## src/rtl/spi_shift_pkg.sv

```systemverilog
package spi_shift_pkg;
  // Register byte offsets
  localparam int OFS_FUNC = 'h00;
  localparam int OFS_DIV  = 'h04;
  localparam int OFS_PIN  = 'h08;
  localparam int OFS_TX   = 'h10;
  localparam int OFS_SC   = 'h14;
  localparam int OFS_RX   = 'h18;

  // Shift-control field positions
  localparam int SC_START = 31;
  localparam int SC_CS_LO = 28;
  localparam int SC_TERM  = 26;

  // Pin-override field positions
  localparam int PIN_MOSI  = 0;
  localparam int PIN_SCK   = 8;
  localparam int PIN_CS_LO = 16;

  typedef struct packed {
    logic load;   // begin a transfer
    logic rise;   // SCK rising edge: sample MISO
    logic fall;   // SCK falling edge: advance MOSI
  } shiftStrobe_t;
endpackage

```

## src/rtl/spi_shift_ctrl.sv

```systemverilog
module spi_shift_ctrl
  import spi_shift_pkg::*;
#(
  parameter int DATA_W = 32,
  parameter int NUM_CS = 3,
  parameter int DIV_W  = 6,
  parameter int ADDR_W = 5,
  localparam int CNT_W = $clog2(DATA_W) + 1
) (
  input  logic              clk,
  input  logic              rstN,
  input  logic              busSel,
  input  logic              busWrite,
  input  logic [ADDR_W-1:0] busAddr,
  input  logic [DATA_W-1:0] busWdata,
  output logic [DATA_W-1:0] busRdata,
  input  logic [DATA_W-1:0] rxData,
  output shiftStrobe_t      strobe,
  output logic              busy,
  output logic [CNT_W-1:0]  loadCount,
  output logic [DATA_W-1:0] txData,
  output logic [NUM_CS-1:0] pinCs,
  output logic              pinSck,
  output logic              pinMosi,
  output logic [NUM_CS-1:0] activeCs
);
  logic              funcOn;
  logic [DIV_W-1:0]  divReg;
  logic [DATA_W-1:0] txReg;
  logic [NUM_CS-1:0] pinCsReg, csSelReg, activeCsReg;
  logic              pinSckReg, pinMosiReg, termReg;
  logic [CNT_W-1:0]  cntField, bitsLeft;
  logic [DIV_W-1:0]  divCnt;
  logic              phaseHigh, busyReg;

  logic              wrAny, regWr, scWr, start, tick, lastFall;
  logic [CNT_W-1:0]  wrCount, effCount;
  logic              unusedWdata;

  assign unusedWdata = ^{busWdata[SC_TERM+1], busWdata[SC_TERM-1:CNT_W]};

  assign wrAny    = busSel & busWrite;
  assign regWr    = wrAny & funcOn;
  assign scWr     = regWr & (busAddr == ADDR_W'(OFS_SC)) & ~busyReg;
  assign start    = scWr & busWdata[SC_START];
  assign wrCount  = busWdata[CNT_W-1:0];
  assign effCount = ((wrCount == '0) || (wrCount > CNT_W'(DATA_W))) ? CNT_W'(DATA_W) : wrCount;
  assign tick     = busyReg & (divCnt >= divReg);
  assign lastFall = tick & phaseHigh & (bitsLeft == CNT_W'(1));

  assign strobe.load = start;
  assign strobe.rise = tick & ~phaseHigh;
  assign strobe.fall = tick & phaseHigh;

  // Register file
  always_ff @(posedge clk or negedge rstN) begin
    if (!rstN) begin
      funcOn     <= 1'b0;
      divReg     <= '0;
      txReg      <= '0;
      pinCsReg   <= '1;
      pinSckReg  <= 1'b0;
      pinMosiReg <= 1'b0;
      csSelReg   <= '0;
      termReg    <= 1'b0;
      cntField   <= '0;
    end else begin
      if (wrAny && busAddr == ADDR_W'(OFS_FUNC)) funcOn <= busWdata[0];
      if (regWr && busAddr == ADDR_W'(OFS_DIV))  divReg <= busWdata[DIV_W-1:0];
      if (regWr && busAddr == ADDR_W'(OFS_TX))   txReg  <= busWdata;
      if (regWr && busAddr == ADDR_W'(OFS_PIN)) begin
        pinMosiReg <= busWdata[PIN_MOSI];
        pinSckReg  <= busWdata[PIN_SCK];
        pinCsReg   <= busWdata[PIN_CS_LO +: NUM_CS];
      end
      if (scWr) begin
        csSelReg <= busWdata[SC_CS_LO +: NUM_CS];
        termReg  <= busWdata[SC_TERM];
        cntField <= wrCount;
      end
    end
  end

  // Transfer sequencer: half-period divider, bit counter, chip-select hold
  always_ff @(posedge clk or negedge rstN) begin
    if (!rstN) begin
      busyReg     <= 1'b0;
      divCnt      <= '0;
      phaseHigh   <= 1'b0;
      bitsLeft    <= '0;
      activeCsReg <= '0;
    end else if (start) begin
      busyReg     <= 1'b1;
      divCnt      <= '0;
      phaseHigh   <= 1'b0;
      bitsLeft    <= effCount;
      activeCsReg <= busWdata[SC_CS_LO +: NUM_CS];
    end else if (tick) begin
      divCnt    <= '0;
      phaseHigh <= ~phaseHigh;
      if (phaseHigh) bitsLeft <= bitsLeft - 1'b1;
      if (lastFall) begin
        busyReg <= 1'b0;
        if (termReg) activeCsReg <= '0;
      end
    end else if (busyReg) begin
      divCnt <= divCnt + 1'b1;
    end
  end

  // Combinational read mux
  always_comb begin
    busRdata = '0;
    if (busAddr == ADDR_W'(OFS_FUNC)) begin
      busRdata[0] = funcOn;
    end else if (funcOn) begin
      case (busAddr)
        ADDR_W'(OFS_DIV): busRdata[DIV_W-1:0] = divReg;
        ADDR_W'(OFS_PIN): begin
          busRdata[PIN_MOSI]              = pinMosiReg;
          busRdata[PIN_SCK]               = pinSckReg;
          busRdata[PIN_CS_LO +: NUM_CS]   = pinCsReg;
        end
        ADDR_W'(OFS_TX):  busRdata = txReg;
        ADDR_W'(OFS_SC): begin
          busRdata[SC_START]            = busyReg;
          busRdata[SC_CS_LO +: NUM_CS]  = csSelReg;
          busRdata[SC_TERM]             = termReg;
          busRdata[CNT_W-1:0]           = cntField;
        end
        ADDR_W'(OFS_RX):  busRdata = rxData;
        default:          busRdata = '0;
      endcase
    end
  end

  assign busy      = busyReg;
  assign loadCount = effCount;
  assign txData    = txReg;
  assign pinCs     = pinCsReg;
  assign pinSck    = pinSckReg;
  assign pinMosi   = pinMosiReg;
  assign activeCs  = activeCsReg;

  // shift-control writes while busy leave the fields untouched
  assert_busy_ignore_R11: assert property (@(posedge clk) disable iff (!rstN)
    (busyReg && wrAny && busAddr == ADDR_W'(OFS_SC)) |=>
      ($stable(csSelReg) && $stable(cntField) && $stable(termReg)));

  // busy only ends on the falling edge of the final bit
  assert_busy_end_R3: assert property (@(posedge clk) disable iff (!rstN)
    $fell(busyReg) |-> ($past(bitsLeft) == CNT_W'(1) && $past(phaseHigh)));

  // the held chip select changes only when a transfer starts or ends
  assert_cs_hold_R5: assert property (@(posedge clk) disable iff (!rstN)
    (!busyReg && !start) |=> $stable(activeCsReg));

  // rising and falling SCK strobes alternate
  assert_half_period_R7: assert property (@(posedge clk) disable iff (!rstN)
    strobe.rise |=> !strobe.rise);
endmodule

```

## src/rtl/spi_shift_dp.sv

```systemverilog
module spi_shift_dp
  import spi_shift_pkg::*;
#(
  parameter int DATA_W = 32,
  parameter int NUM_CS = 3,
  localparam int CNT_W = $clog2(DATA_W) + 1
) (
  input  logic              clk,
  input  logic              rstN,
  input  shiftStrobe_t      strobe,
  input  logic              busy,
  input  logic [DATA_W-1:0] txData,
  input  logic [CNT_W-1:0]  loadCount,
  input  logic              miso,
  input  logic [NUM_CS-1:0] pinCs,
  input  logic              pinSck,
  input  logic              pinMosi,
  input  logic [NUM_CS-1:0] activeCs,
  output logic              sck,
  output logic              mosi,
  output logic [NUM_CS-1:0] csN,
  output logic [DATA_W-1:0] rxData
);
  logic [DATA_W-1:0] txSh, rxSh;
  logic              sckQ;
  logic [CNT_W-1:0]  shiftAmt;

  // Align the used bits so the first one sits at the MSB
  assign shiftAmt = CNT_W'(DATA_W) - loadCount;

  always_ff @(posedge clk or negedge rstN) begin
    if (!rstN) begin
      txSh <= '0;
      rxSh <= '0;
      sckQ <= 1'b0;
    end else if (strobe.load) begin
      txSh <= txData << shiftAmt;
      rxSh <= '0;
      sckQ <= 1'b0;
    end else if (strobe.rise) begin
      sckQ <= 1'b1;
      rxSh <= {rxSh[DATA_W-2:0], miso};
    end else if (strobe.fall) begin
      sckQ <= 1'b0;
      txSh <= {txSh[DATA_W-2:0], 1'b0};
    end
  end

  assign sck    = busy ? sckQ : pinSck;
  assign mosi   = busy ? txSh[DATA_W-1] : pinMosi;
  assign csN    = pinCs & ~activeCs;
  assign rxData = rxSh;

  // the engine's SCK is low whenever it is idle
  assert_sck_idle_R9: assert property (@(posedge clk) disable iff (!rstN)
    !busy |-> !sckQ);

  // the outgoing bit holds while SCK is high
  assert_mosi_stable_R9: assert property (@(posedge clk) disable iff (!rstN)
    (busy && sckQ && !strobe.fall) |=> $stable(txSh));
endmodule

```

## src/rtl/spi_shift_host.sv

```systemverilog
module spi_shift_host
  import spi_shift_pkg::*;
#(
  parameter int DATA_W = 32,
  parameter int NUM_CS = 3,
  parameter int DIV_W  = 6,
  parameter int ADDR_W = 5
) (
  input  logic              clk,
  input  logic              rstN,
  input  logic              busSel,
  input  logic              busWrite,
  input  logic [ADDR_W-1:0] busAddr,
  input  logic [DATA_W-1:0] busWdata,
  output logic [DATA_W-1:0] busRdata,
  input  logic              miso,
  output logic              sck,
  output logic              mosi,
  output logic [NUM_CS-1:0] csN
);
  localparam int CNT_W = $clog2(DATA_W) + 1;

  shiftStrobe_t      strobe;
  logic              busy, pinSck, pinMosi;
  logic [CNT_W-1:0]  loadCount;
  logic [DATA_W-1:0] txData, rxData;
  logic [NUM_CS-1:0] pinCs, activeCs;

  spi_shift_ctrl #(
    .DATA_W(DATA_W), .NUM_CS(NUM_CS), .DIV_W(DIV_W), .ADDR_W(ADDR_W)
  ) i_ctrl (
    .clk(clk), .rstN(rstN),
    .busSel(busSel), .busWrite(busWrite), .busAddr(busAddr),
    .busWdata(busWdata), .busRdata(busRdata),
    .rxData(rxData), .strobe(strobe), .busy(busy),
    .loadCount(loadCount), .txData(txData),
    .pinCs(pinCs), .pinSck(pinSck), .pinMosi(pinMosi),
    .activeCs(activeCs)
  );

  spi_shift_dp #(
    .DATA_W(DATA_W), .NUM_CS(NUM_CS)
  ) i_dp (
    .clk(clk), .rstN(rstN),
    .strobe(strobe), .busy(busy),
    .txData(txData), .loadCount(loadCount), .miso(miso),
    .pinCs(pinCs), .pinSck(pinSck), .pinMosi(pinMosi),
    .activeCs(activeCs),
    .sck(sck), .mosi(mosi), .csN(csN), .rxData(rxData)
  );
endmodule

```

## config.mk

```make
export PLATFORM = sky130hd
export DESIGN_NAME = spi_shift_host
export DESIGN_NICKNAME = d
export VERILOG_FILES = /design/src/rtl/spi_shift_pkg.sv /design/src/rtl/spi_shift_ctrl.sv /design/src/rtl/spi_shift_dp.sv /design/src/rtl/spi_shift_host.sv
export SDC_FILE = /design/constraint.sdc
export NUM_CORES = 1
export LEC_CHECK = 0
export BUFFER_PORTS_ARGS = -buffer_cell sky130_fd_sc_hd__buf_2
export CORE_MARGIN = 1
export CORE_UTILIZATION = 65
export DETAILED_ROUTE_END_ITERATION = 6
export GPL_TIMING_DRIVEN = 0
export PLACE_DENSITY_LB_ADDON = 0.15
export SYNTH_ARGS = -nofsm -noshare
export SYNTH_HDL_FRONTEND = slang
export SYNTH_SLANG_ARGS = --single-unit
export TNS_END_PERCENT = 100
```

## constraint.sdc

```tcl
create_clock -name clk -period 6.9 [get_ports clk]
set_input_delay 0.345 -clock clk [delete_from_list [all_inputs] [get_ports clk]]
set_output_delay 0.345 -clock clk [all_outputs]
set_load 0.05 [all_outputs]
```

==> results list, run 1 <==
- The startpoint identified for the worst register-to-register timing path is i_ctrl.divReg[5]$_DFFE_PN0P_.
* Maximum clock frequency: about 0.27 GHz
- Placed wire-length estimate: approximately 19000 um
* Port Buffer Count: just under 80
* Hold endpoint: i_dp.rxData[0]$_DFFE_PN0P_
- Outcome: complete, but fails checks
- After detailed routing, the average wire length per cell comes to roughly 23 um.
* Number of pins exceeding their max-slew limit in the final report: 0
- Setup violations remaining at the end of the flow were counted as 0.
- The placed instances occupy a cell area of about 0.0090 mm2.
* Ranking of synthesized cells by area: dfrtp_1 40%, mux2_2 7.6%, mux2i_1 6.1%
* Via-to-Cell Ratio: ~6.6
- Measured along the x axis, the die boundary spans approximately 120 um.
- The completed layout was analyzed and its total power is roughly 2.1 mW.
- The number of antenna violations at the first check in global routing is 0.
* Critical Path Start Type: input port
- For the pin with the worst max-slew slack, the measured transition is around 1000 ps.
* Maximum count of clock buffers along a single path: 2
- Across all setup checks in the final design, the least slack found is ~3200 ps.
- Core area: 0.0126 mm2
- In the post-synthesis netlist, the cell with the most instances is dfrtp_1.
- Cell count after synthesis: 864
- After synthesis, the share of flip-flops with an asynchronous set or reset is 100%.
- The first TritonRoute pass finished after 7 iterations.
- The first global-routing pass estimated ~40000 um of wire.
- STA puts the critical path data required time at ~7200 ps.
- Dominant synthesized flop cell: dfrtp_1
* Initial DRC count: 858
- Number of placement rows: between 40 and 50
- Post-layout util: between 70% and 80%
- For this run, the number of Yosys warnings is 0.
- In this design, the largest share of critical-path delay is due to buffers and inverters.
- The floorplan step defined a die boundary enclosing approximately 0.013 mm2.
- Critical Path Slowest Stage Cell: a311oi_1
- Number of maximum-capacitance violations: 0
- Count of flip-flops with a built-in enable after synthesis: 0
- Once the clock tree was built, the resizer swapped 0 gates to a different size.
* Clock edge transition at the registers on the reported setup and hold paths: ~60 ps
* Worst reg-to-reg path cell count: 8
* Ratio of cells with drive above 1 in the final layout: approximately a quarter
* Clock latency reported for the late side of the worst-skew pair: 430 ps
- Reported leakage power: 4.36 nW
- Summing every instance area after synthesis gives 0.00834 mm2.
* Final estimated routing congestion in global placement: around 0.96
- Diode insertion count for antenna repair: 0
* Final worst clock skew: about 7.8 ps
- Post-synth top area cell: dfrtp_1
* Clock tree from TritonCTS: built
- H-tree levels: 4
* Final period demand of the worst path: 3650 ps
* Unrepaired setup endpoints after global routing: false
- The synthesized design contains around 140 register bits.
- Worst-case headroom to the max-slew limit: between 30% and 40%
- For this run, design rule violations remaining after detail routing come to 26.
- Proportion of netlist area held by the largest area contributor: 39.9%
- Violations in the final reports: design-rule violations
* Top Ports: 79
- For this design the ratio of total power to cell area is between 200 and 250 mW/mm2.
- The worst setup path is captured at a register.
- Measured along the y axis, the die boundary spans between 100 and 150 um.
* Number of different library cells in the post-synthesis netlist: 71
- The routed layout has roughly 7600 vias.
* Worst hold path depth: 3
- DRT antenna net count: 0
- Most frequent CP cell: buf_4
- Across every metal layer, demand over resource in global routing totals between 40% and 50%.
- The endpoint identified for the worst register-to-register timing path is i_dp.rxData[31]$_DFFE_PN0P_.
- Data arrives at the worst endpoint at 3970 ps.
* Sequential cell area fraction in the yosys report: around two fifths
- Synthesized area per cell: 9.66 um2
- Initial standard-cell utilization of the core: between 60 and 70%
* Largest voltage drop on the vdd net: 0.212 mV
- Final Net Count: about 1000
- Relative to the synthesized area, the layout overhead comes to 14.8%.
- Of all nets on the critical path, the largest fanout is 10.
- The signal on the critical path passes through buf_2 -> nor2b_1 -> buf_2 -> inv_2 -> buf_6 -> buf_4 -> ha_1 -> buf_4 -> buf_4 -> mux2i_1 -> a21boi_0 -> a31oi_1 -> a311oi_1 -> a21oi_1 -> o22a_1.
- Slowest Stage Delay on Critical Path: 610 ps
* Worst Path Class, Setup: in -> reg
- Remaining Overflow, GRT: 0
- Worst hold path class: in -> reg
* Maximum number of pins on one net before global-route repair: 79
* Clock buffers created by TritonCTS: 17
* Post-place setup slack: 2970 ps
- The via count of the first global-routing pass was between 7000 and 8000.
* Buffers and inverters on the worst path: 7
- The worst hold path begins at miso.
- Counting every sink on the clock net gives 136.
- Hold violation total from the final report: 0
- The tree is rooted in a clkbuf_16.
- The finished cells cover 0.00958 mm2.
- In the final timing run, aggregate negative setup slack is 0 ps.
- Crit share post-route: 53.0%
- Synth cell count leaders: 133 x dfrtp_1, 124 x nand2_1, 78 x nor2_1
* Net count after synthesis: approximately 920
- In this run the register-to-register setup slack is approximately 3900 ps.
- For this block, the routed nets add up to approximately 26000 um of wire.
layer usage:
layer	up-vias	share of wire, %	GRT usage [%]
met3	81	8.6	10.6
met1	3736	39	50.4
li1	3329	-	-
met5	-	0	0
met4	0	5.3	23.5
met2	446	47	64.7
stage by stage:
step,std cells,hold WS [ps]
after floorplan,864,49.4
after global placement,1113,468
after detailed placement,1114,347
after CTS,1147,131
after global routing,1147,135
final,1147,134
worst max-delay path by stage:
stage                     slack [ps]                   endpoint         from  cells after the start
after floorplan                 3860  i_dp.txSh[30]$_DFFE_PN0P_  busWdata[0]                     15
after global placement          3050  i_dp.txSh[11]$_DFFE_PN0P_  busWdata[0]                     15
after detailed placement        2970  i_dp.txSh[11]$_DFFE_PN0P_  busWdata[0]                     15
after CTS                       3380  i_dp.txSh[11]$_DFFE_PN0P_  busWdata[0]                     15
after global routing            3220  i_dp.txSh[11]$_DFFE_PN0P_  busWdata[0]                     15
final                           3250  i_dp.txSh[11]$_DFFE_PN0P_  busWdata[0]                     15
report_power, final:
| part | leakage, nW | total, mW | switching [mW] | internal (mW) |
|---|---|---|---|---|
| Clock | 0.284 | 0.917 | 0.376 | 0.541 |
| Combinational | 2.49 | 0.314 | 0.186 | 0.128 |
| Sequential | 1.59 | 0.916 | 0.0591 | 0.857 |
logic make-up after synthesis:
| kind of cell | after synthesis | share of synthesized area [%] |
|---|---|---|
| and+or+nand+nor | 282 | 15.6 |
| AOI/OAI and AO/OA | 218 | 16.7 |
| DFF | 136 | 40.8 |
| muxes | 127 | 19.2 |
| buffers and inverters | 81 | 4.86 |
| xor gates and xnor gates | 10 | 1.36 |
| adders and majority gates | 10 | 1.50 |
cell type report:
| cell class | instances | area, um2 |
|---|---|---|
| Sequential cell | 136 | 3410 |
| Fill cell | 844 | 2990 |
| Inverter | 15 | 56.3 |
| Clock inverter | 14 | 165 |
| Tap cell | 172 | 215 |
| Timing Repair Buffer | 79 | 429 |
| Clock buffer | 18 | 429 |
| Multi-Input combinational cell | 647 | 4530 |
| Buffer | 66 | 349 |
registers in the layout, summed over array words and instances (netlist names):
register	count
i_ctrl.pinSck	1
i_ctrl.bitsLeft	6
i_ctrl.csSelReg	3
i_ctrl.pinMosi	1
i_dp.rxData	32
i_ctrl.busy	1
i_ctrl.txData	32
i_ctrl.cntField	6
i_ctrl.termReg	1
i_ctrl.divCnt	6
i_ctrl.pinCs	3
i_dp.txSh	32
i_ctrl.phaseHigh	1
i_dp.sckQ	1
i_ctrl.activeCs	3
i_ctrl.divReg	6
i_ctrl.funcOn	1
worst min-delay path, stage by stage:
cell and delay (ps):
buf_2 80, nand2_1 40, o21ai_0 60
timing repair:
item | CTS | global route
buffers inserted | 0 | 0
hold buffers | 1 | 0
hold endpoints to repair | 58 | 0
setup endpoints to repair | 0 | 0
cells in the final DEF, fill, tap and decap left out, types with 8 or more instances in the layout:
cell type,count
a22oi_1,28
nand2_1,124
buf_4,9
inv_1,14
ha_1,10
a22o_1,8
dfrtp_1,133
buf_2,92
mux4_2,18
mux2_2,56
nor2b_1,10
mux2i_1,51
nand3_1,14
nor2_1,78
a21oi_1,49
o21ai_0,73
clkbuf_16,17
clkbuf_1,35
Note: power is estimated with default switching activity, not from simulation.
==> run 2, diff against run 1 <==
--- a/config.mk
+++ b/config.mk
@@ -7,7 +7,7 @@
 export LEC_CHECK = 0
 export BUFFER_PORTS_ARGS = -buffer_cell sky130_fd_sc_hd__buf_2
 export CORE_MARGIN = 1
-export CORE_UTILIZATION = 65
+export CORE_UTILIZATION = 60
 export DETAILED_ROUTE_END_ITERATION = 6
 export GPL_TIMING_DRIVEN = 0
 export PLACE_DENSITY_LB_ADDON = 0.15
==> constraint.sdc (replaced) <==
create_clock -name clk -period 3.5 [get_ports clk]
set_input_delay 0.175 -clock clk [delete_from_list [all_inputs] [get_ports clk]]
set_output_delay 0.175 -clock clk [all_outputs]
set_load 0.05 [all_outputs]
==> results list, run 2 (synthesis results as in run 1) <==
- The filler cells instantiated in the layout total 1002.
* Core area: approximately 0.013 mm2
- Placed wire-length estimate: roughly 18000 um
- The first global-routing pass estimated 39900 um of wire.
- The number of setup buffers added after CTS is 0.
- The number of antenna diodes in the final layout is 0.
* Filler-free cell count of the finished design: between 1000 and 1500
- Sequential cells account for a little over two fifths of the total power.
- The worst-case IR drop observed on VDD is 0.406 mV.
- Clock buffers created by TritonCTS: 17
- Cell internal power was estimated by the tool at between 3 and 4 mW.
* Number of placement rows: 42
- Before CTS, the worst setup slack after placement is -142 ps.
- STA classifies the critical path startpoint as an input port.
* Worst Path Class, Setup: in -> reg
- Data on the critical path is required at its endpoint by about 3800 ps.
- The final-report max-slew violation count came to 0.
* Hold violation total from the final report: 0
- Layer with the highest usage: met2
- Proportion of power drawn by combinational gates: between 10% and 20%
- Cells with a size suffix above 1 make up between 20% and 30% of the layout.
* Initial standard-cell utilization of the core: between 60% and 70%
- After layout, the worst setup slack is ~230 ps.
- For this run, global-route usage on met2 was measured as between 50% and 60%.
- No sink is reached through more buffers than the 2 on the longest clock path.
- The path class of the tightest hold or removal check is in -> reg.
* Crit-path max FO: 10
- Wires add up to ~25000 um.
- Hold timing on the final database bottoms out at a slack of ~10 ps.
* Final Net Count: between 1000 and 1500
- After global routing the overflow that remains totals 0.
* Commonest non-fill, non-tap cells in the layout: 133 x dfrtp_1, 124 x nand2_1, 92 x buf_2
* Placement-stage cell area: 0.00898 mm2
* Data arrival time of the critical path: between 3000 and 4000 ps
* Number of global-route vias before repair: approximately 7200
* Number of antenna violations at the first check in global routing: 0
- The first detailed-routing pass ran for 5 iterations.
- In the global route stage, met3 resource usage came out at under 10%.
* Reported leakage power: ~4.5 nW
- Maximum number of pins on one net before global-route repair: 85
- Clock tree from TritonCTS: built
- With fillers left out, the area of the finished cells amounts to about 0.0098 mm2.
- Net switching is 28.3% of the power.
- Setup repair after global routing left no endpoint under its margin.
- During I/O placement, the number of pins put on the boundary was about 80.
- Die area: 0.0144 mm2
- Placed cell count: about 1100
* Initial DRC count: 790
- Dividing the detail-routed wire length by the instance count gives between 20 and 25 um.
- Crit share post-route: between 90% and 100%
- The run finished with clean final reports.
- H-tree levels: 4
* Maximum clock frequency: just over 0.3 GHz
* Total number of clock tree sinks: between 100 and 150
- Total vias in the final route: 7422
* Part of the power in the clock network: a little over two fifths
- Using the TritonRoute via totals, the vias-per-cell ratio works out to between 6 and 7.
- Post-layout util: 73.1%
- Die Span Y: roughly 120 um
- The tree is rooted in a clkbuf_16.
- Area growth from synthesis to layout: 17.4%
- Final estimated routing congestion in global placement: 1.04
* Transition time at the pin with the least slew margin: approximately 900 ps
* Clock latency reported for the late side of the worst-skew pair: around 430 ps
- The routed design could run at a clock period as short as ~3300 ps.
- The detail route stage leaves a number of antenna-violating nets equal to 0.
* Final-report setup violation count: 0
* Number of maximum-capacitance violations: 0
* Cell area power density: about 440 mW/mm2
- Crit end category: register
- After detailed routing, the number of remaining DRC violations is 0.
- On the final layout, the worst clock skew is 10.0 ps.
* Clock edge transition at the registers on the reported setup and hold paths: 60 ps
- Routing usage on met1: between 50% and 60%
* Most common cell after layout, fill and taps aside: dfrtp_1
* Port Buffer Count: between 70 and 80
- Global routing consumed, over all layers together, approximately 37% of the routing resources.
- Worst-case headroom to the max-slew limit: approximately two fifths
- The die is 120 um wide.
- In this run the power spent charging and discharging nets is about 1.2 mW.
==> run 2: changes by cell type in the layout (fill, tap and decap cells not counted), sizes merged <==
cell,previous run,this run
clkinvlp,2,0
bufinv,2,3
inv,20,19
clkinv,5,7
dlygate4sd3,1,19
==> run 2: final cells by class <==
type	instances	area [um2]	share of cell area, %
multi-input cells	647	4530	46.3
clock buffers	18	429	4.38
clock inverters	14	191	1.95
repair buffers	97	609	6.22
well taps	176	220	2.25
flip-flops and latches	136	3410	34.8
plain buffers	66	349	3.56
inverters	15	56.3	0.575
==> run 2: worst max-delay path, cell delays in order <==
cell and delay, ps:
buf_2 200, nor2b_1 170, buf_2 240, inv_2 110, buf_6 160, buf_4 180, ha_1 280, buf_4 190
buf_4 250, mux2i_1 500, a21boi_0 230, a31oi_1 80, a311oi_1 480, a21oi_1 150, o22a_1 170
==> run 2: per-layer routing <==
| metal | vias up | part of all wire [%] |
|---|---|---|
| li1 | 3371 | - |
| met1 | 3650 | 43 |
| met2 | 346 | 47 |
| met3 | 55 | 7.2 |
| met4 | 0 | 3.0 |
| met5 | - | 0 |
==> run 2: timing repair <==
item,4_1_cts,5_1_grt
hold buffers,19,0
hold endpoints to repair,71,0
gates resized for setup,0,0
==> run 2: stage by stage <==
step / power, mW / setup TNS [ps]
floorplan: 2.21 / 0
global placement: 2.40 / -163
detailed placement: 2.42 / -149
CTS: 4.30 / 0
global route: 4.45 / 0
finish: 4.32 / 0
==> run 2: final timing paths <==
check                           slack (ps)                           start                             end  cells past startpoint
max in group asynchronous             2420                            rstN     i_ctrl.pinCs[0]$_DFFE_PN1P_                      3
worst min register to register         490  i_ctrl.cntField[5]$_DFFE_PN0N_  i_ctrl.cntField[5]$_DFFE_PN0N_                      2
worst max register to register         540    i_ctrl.divCnt[0]$_DFFE_PN0P_       i_dp.txSh[25]$_DFFE_PN0P_                      9
worst min-delay path                    10                    busWdata[15]   i_ctrl.txData[15]$_DFFE_PN0P_                      2
worst max-delay path                   230                     busWdata[0]       i_dp.txSh[11]$_DFFE_PN0P_                     15
min in group asynchronous              290                            rstN    i_ctrl.divCnt[2]$_DFFE_PN0P_                      2
==> run 2: power groups by stage <==
| stage | Sequential [mW] | Combinational, mW | Clock, mW |
|---|---|---|---|
| 2_1_floorplan | 1.78 | 0.426 | 0 |
| 3_3_place_gp | 1.82 | 0.584 | 0 |
| 3_5_place_dp | 1.82 | 0.601 | 0 |
| 4_1_cts | 1.80 | 0.621 | 1.88 |
| 5_1_grt | 1.81 | 0.687 | 1.95 |
| 6_report | 1.80 | 0.628 | 1.89 |
==> run 3, diff against run 2 <==
--- a/config.mk
+++ b/config.mk
@@ -7,7 +7,7 @@
 export LEC_CHECK = 0
 export BUFFER_PORTS_ARGS = -buffer_cell sky130_fd_sc_hd__buf_2
 export CORE_MARGIN = 1
-export CORE_UTILIZATION = 60
+export CORE_UTILIZATION = 65
 export DETAILED_ROUTE_END_ITERATION = 6
 export GPL_TIMING_DRIVEN = 0
 export PLACE_DENSITY_LB_ADDON = 0.15
==> constraint.sdc (replaced) <==
create_clock -name clk -period 4 [get_ports clk]
set_input_delay 0.2 -clock clk [delete_from_list [all_inputs] [get_ports clk]]
set_output_delay 0.2 -clock clk [all_outputs]
set_load 0.05 [all_outputs]
==> results list, run 3 (synthesis results as in run 1) <==
- The worst setup path is launched from an input port.
* Transition time at the pin with the least slew margin: ~1000 ps
* Number of antenna violations at the first check in global routing: 0
* DRT antenna net count: 0
- Footprint of the multi-input gates: roughly 0.0045 mm2
- At the end of routability-driven placement, the weighted congestion stood at ~0.96.
- Initial DRC count: between 800 and 900
* Clock tree from TritonCTS: built
* Clock buffers created by TritonCTS: 17
- Worst Path Class, Setup: in -> reg
* Setup TNS after final layout: 0 ps
* Most common cell after layout, fill and taps aside: dfrtp_1
- Data on the critical path arrives at its endpoint at 3820 ps.
- The count of endpoints failing hold in the final timing report is 2.
* Die area: 0.0133 mm2
- Number of maximum-capacitance violations: 0
- Once the floorplan was initialized, standard cells occupied around two thirds of the core.
- Setup violations remaining at the end of the flow were counted as 0.
- The critical path starts at busWdata[0].
* Crit share post-route: 87.6%
* Commonest non-fill, non-tap cells in the layout: 133 x dfrtp_1, 124 x nand2_1, 92 x buf_2
- Port Buffer Count: 77
- Horizontal die dimension: 115 um
- Diode insertion count for antenna repair: 0
* Critical Path RT: approximately 4300 ps
- Cell area power density: slightly below 400 mW/mm2
- Number of pins exceeding their max-slew limit in the final report: 0
- In the routed layout, each cell is associated on average with a via count of between 6 and 7.
* Worst setup margin: around 500 ps
- From synthesis to final layout, the design area changed by 15.8%.
- In the global route stage, overall resource usage came out at between 40 and 50%.
- Core area: 0.0126 mm2
* Maximum count of clock buffers along a single path: 2
* Setup slack, reg-to-reg: about 1000 ps
- Number of global-route vias before repair: about 7400
- The worst setup path is captured at a register.
- The pre-antenna-repair detailed-routing pass consisted of 6 iterations.
- Clock latency reported for the late side of the worst-skew pair: 440 ps
- Reported leakage power: about 4.4 nW
- Based on the critical path, the design can be clocked at up to 0.285 GHz.
- Wire length of the first global-routing pass: around 41000 um
- Worst hold path class: in -> reg
- End of the worst register-to-register path: i_dp.rxData[31]$_DFFE_PN0P_
- The worst pin sits at a relative slew slack of between 30 and 40%.
- The number of gates resized after CTS was 0.
* Final period demand of the worst path: 3500 ps
- The final reports fail on negative hold slack.
- Worst reg-to-reg path cell count: 8
- The worst hold path passes through 2 cells.
- Entering global routing, the biggest net connects about 80 pins.
- Number of placement rows: around 40
* Die Span Y: around 120 um
- Along the worst path, the maximum fanout reaches 10.
- Remaining Overflow, GRT: 0
- Setup repair after global routing left no endpoint under its margin.
* Sequential Area: between 0.003 and 0.004 mm2
* Filler Cells Inserted: 821
- The startpoint identified for the worst hold timing path is busWdata[19].
* Post-place setup slack: 216 ps
* Final Net Count: roughly 1000
* Final worst clock skew: about 9.4 ps
- Dividing the detail-routed wire length by the instance count gives between 20 and 25 um.
- The path with the worst hold slack has its endpoint at i_ctrl.txData[19]$_DFFE_PN0P_.
- Total number of clock tree sinks: roughly 140
- The final route contains approximately 7700 vias.
- Count of unresolved DRC violations after routing: 0
- Outcome: complete, but fails checks
* Ratio of cells with drive above 1 in the final layout: a little under a quarter
* Hold Slack: -0.877 ps
* H-tree levels: 4
* Clock root buffer: clkbuf_16
* Startpoint of the most critical register-to-register path: i_ctrl.divReg[5]$_DFFE_PN0P_
- Largest voltage drop on the vdd net: ~0.37 mV
- Clock-pin slew was measured on the worst setup and hold paths at 60 ps.
- Top Ports: just under 80
- The HPWL after detailed placement is 19100 um.
* Routed wire length: 26500 um
[run 3: cell count changes in the layout (fill, tap and decap cells not counted), sizes merged]
cell and change:
bufinv -1, clkinvlp +2, clkinv -2, dlygate4sd3 -10
inv +1
[run 3: layout make-up]
cell class,count,area share (%)
inverters,15,0.583
plain buffers,66,3.61
repair buffers,87,5.27
flip-flops and latches,136,35.3
well taps,172,2.23
clock inverters,14,1.71
clock buffers,18,4.44
multi-input cells,647,46.9
[run 3: timing repair]
action	in CTS	in global routing
hold buffers	8	1
setup buffers	0	0
endpoints found under the hold margin	65	1
[run 3: how the worst max path moves through the flow]
stage | cells past startpoint | slack, ps | endpoint
detailed placement | 15 | 220 | i_dp.txSh[11]$_DFFE_PN0P_
CTS | 15 | 620 | i_dp.txSh[11]$_DFFE_PN0P_
finish | 15 | 500 | i_dp.txSh[11]$_DFFE_PN0P_
global route | 15 | 460 | i_dp.txSh[11]$_DFFE_PN0P_
global placement | 15 | 300 | i_dp.txSh[11]$_DFFE_PN0P_
floorplan | 15 | 1100 | i_dp.txSh[30]$_DFFE_PN0P_
[run 3: per-stage QoR]
step | cell area (um2) | instances | util (%) | total power, mW
2_1_floorplan | 8340 | 864 | - | 1.93
3_3_place_gp | 8940 | 1113 | 71.2 | 2.09
3_5_place_dp | 8980 | 1114 | 71.4 | 2.13
4_1_cts | 9650 | 1154 | 76.8 | 3.70
5_1_grt | 9660 | 1155 | 76.9 | 3.83
6_report | 9660 | 1155 | 76.9 | 3.72
[run 3: power by group]
group	internal (mW)	switching [mW]
clock network	0.933	0.654
registers	1.48	0.102
logic	0.226	0.325
total	2.64	1.08
[run 3: routing by layer]
metal	track usage (%)	part of all wire, %	up-vias
met2	66.5	47	461
met5	0	0	-
met1	51.1	39	3783
met3	9.96	8.7	84
met4	22.9	5.3	0
li1	-	-	3349
[run 3: critical path, cell delays in order]
cell and delay (ps):
buf_2 220, nor2b_1 150, buf_2 240, inv_2 110
buf_6 170, buf_4 180, ha_1 280, buf_4 190
buf_4 250, mux2i_1 470, a21boi_0 240, a31oi_1 70
a311oi_1 610, a21oi_1 210, o22a_1 210
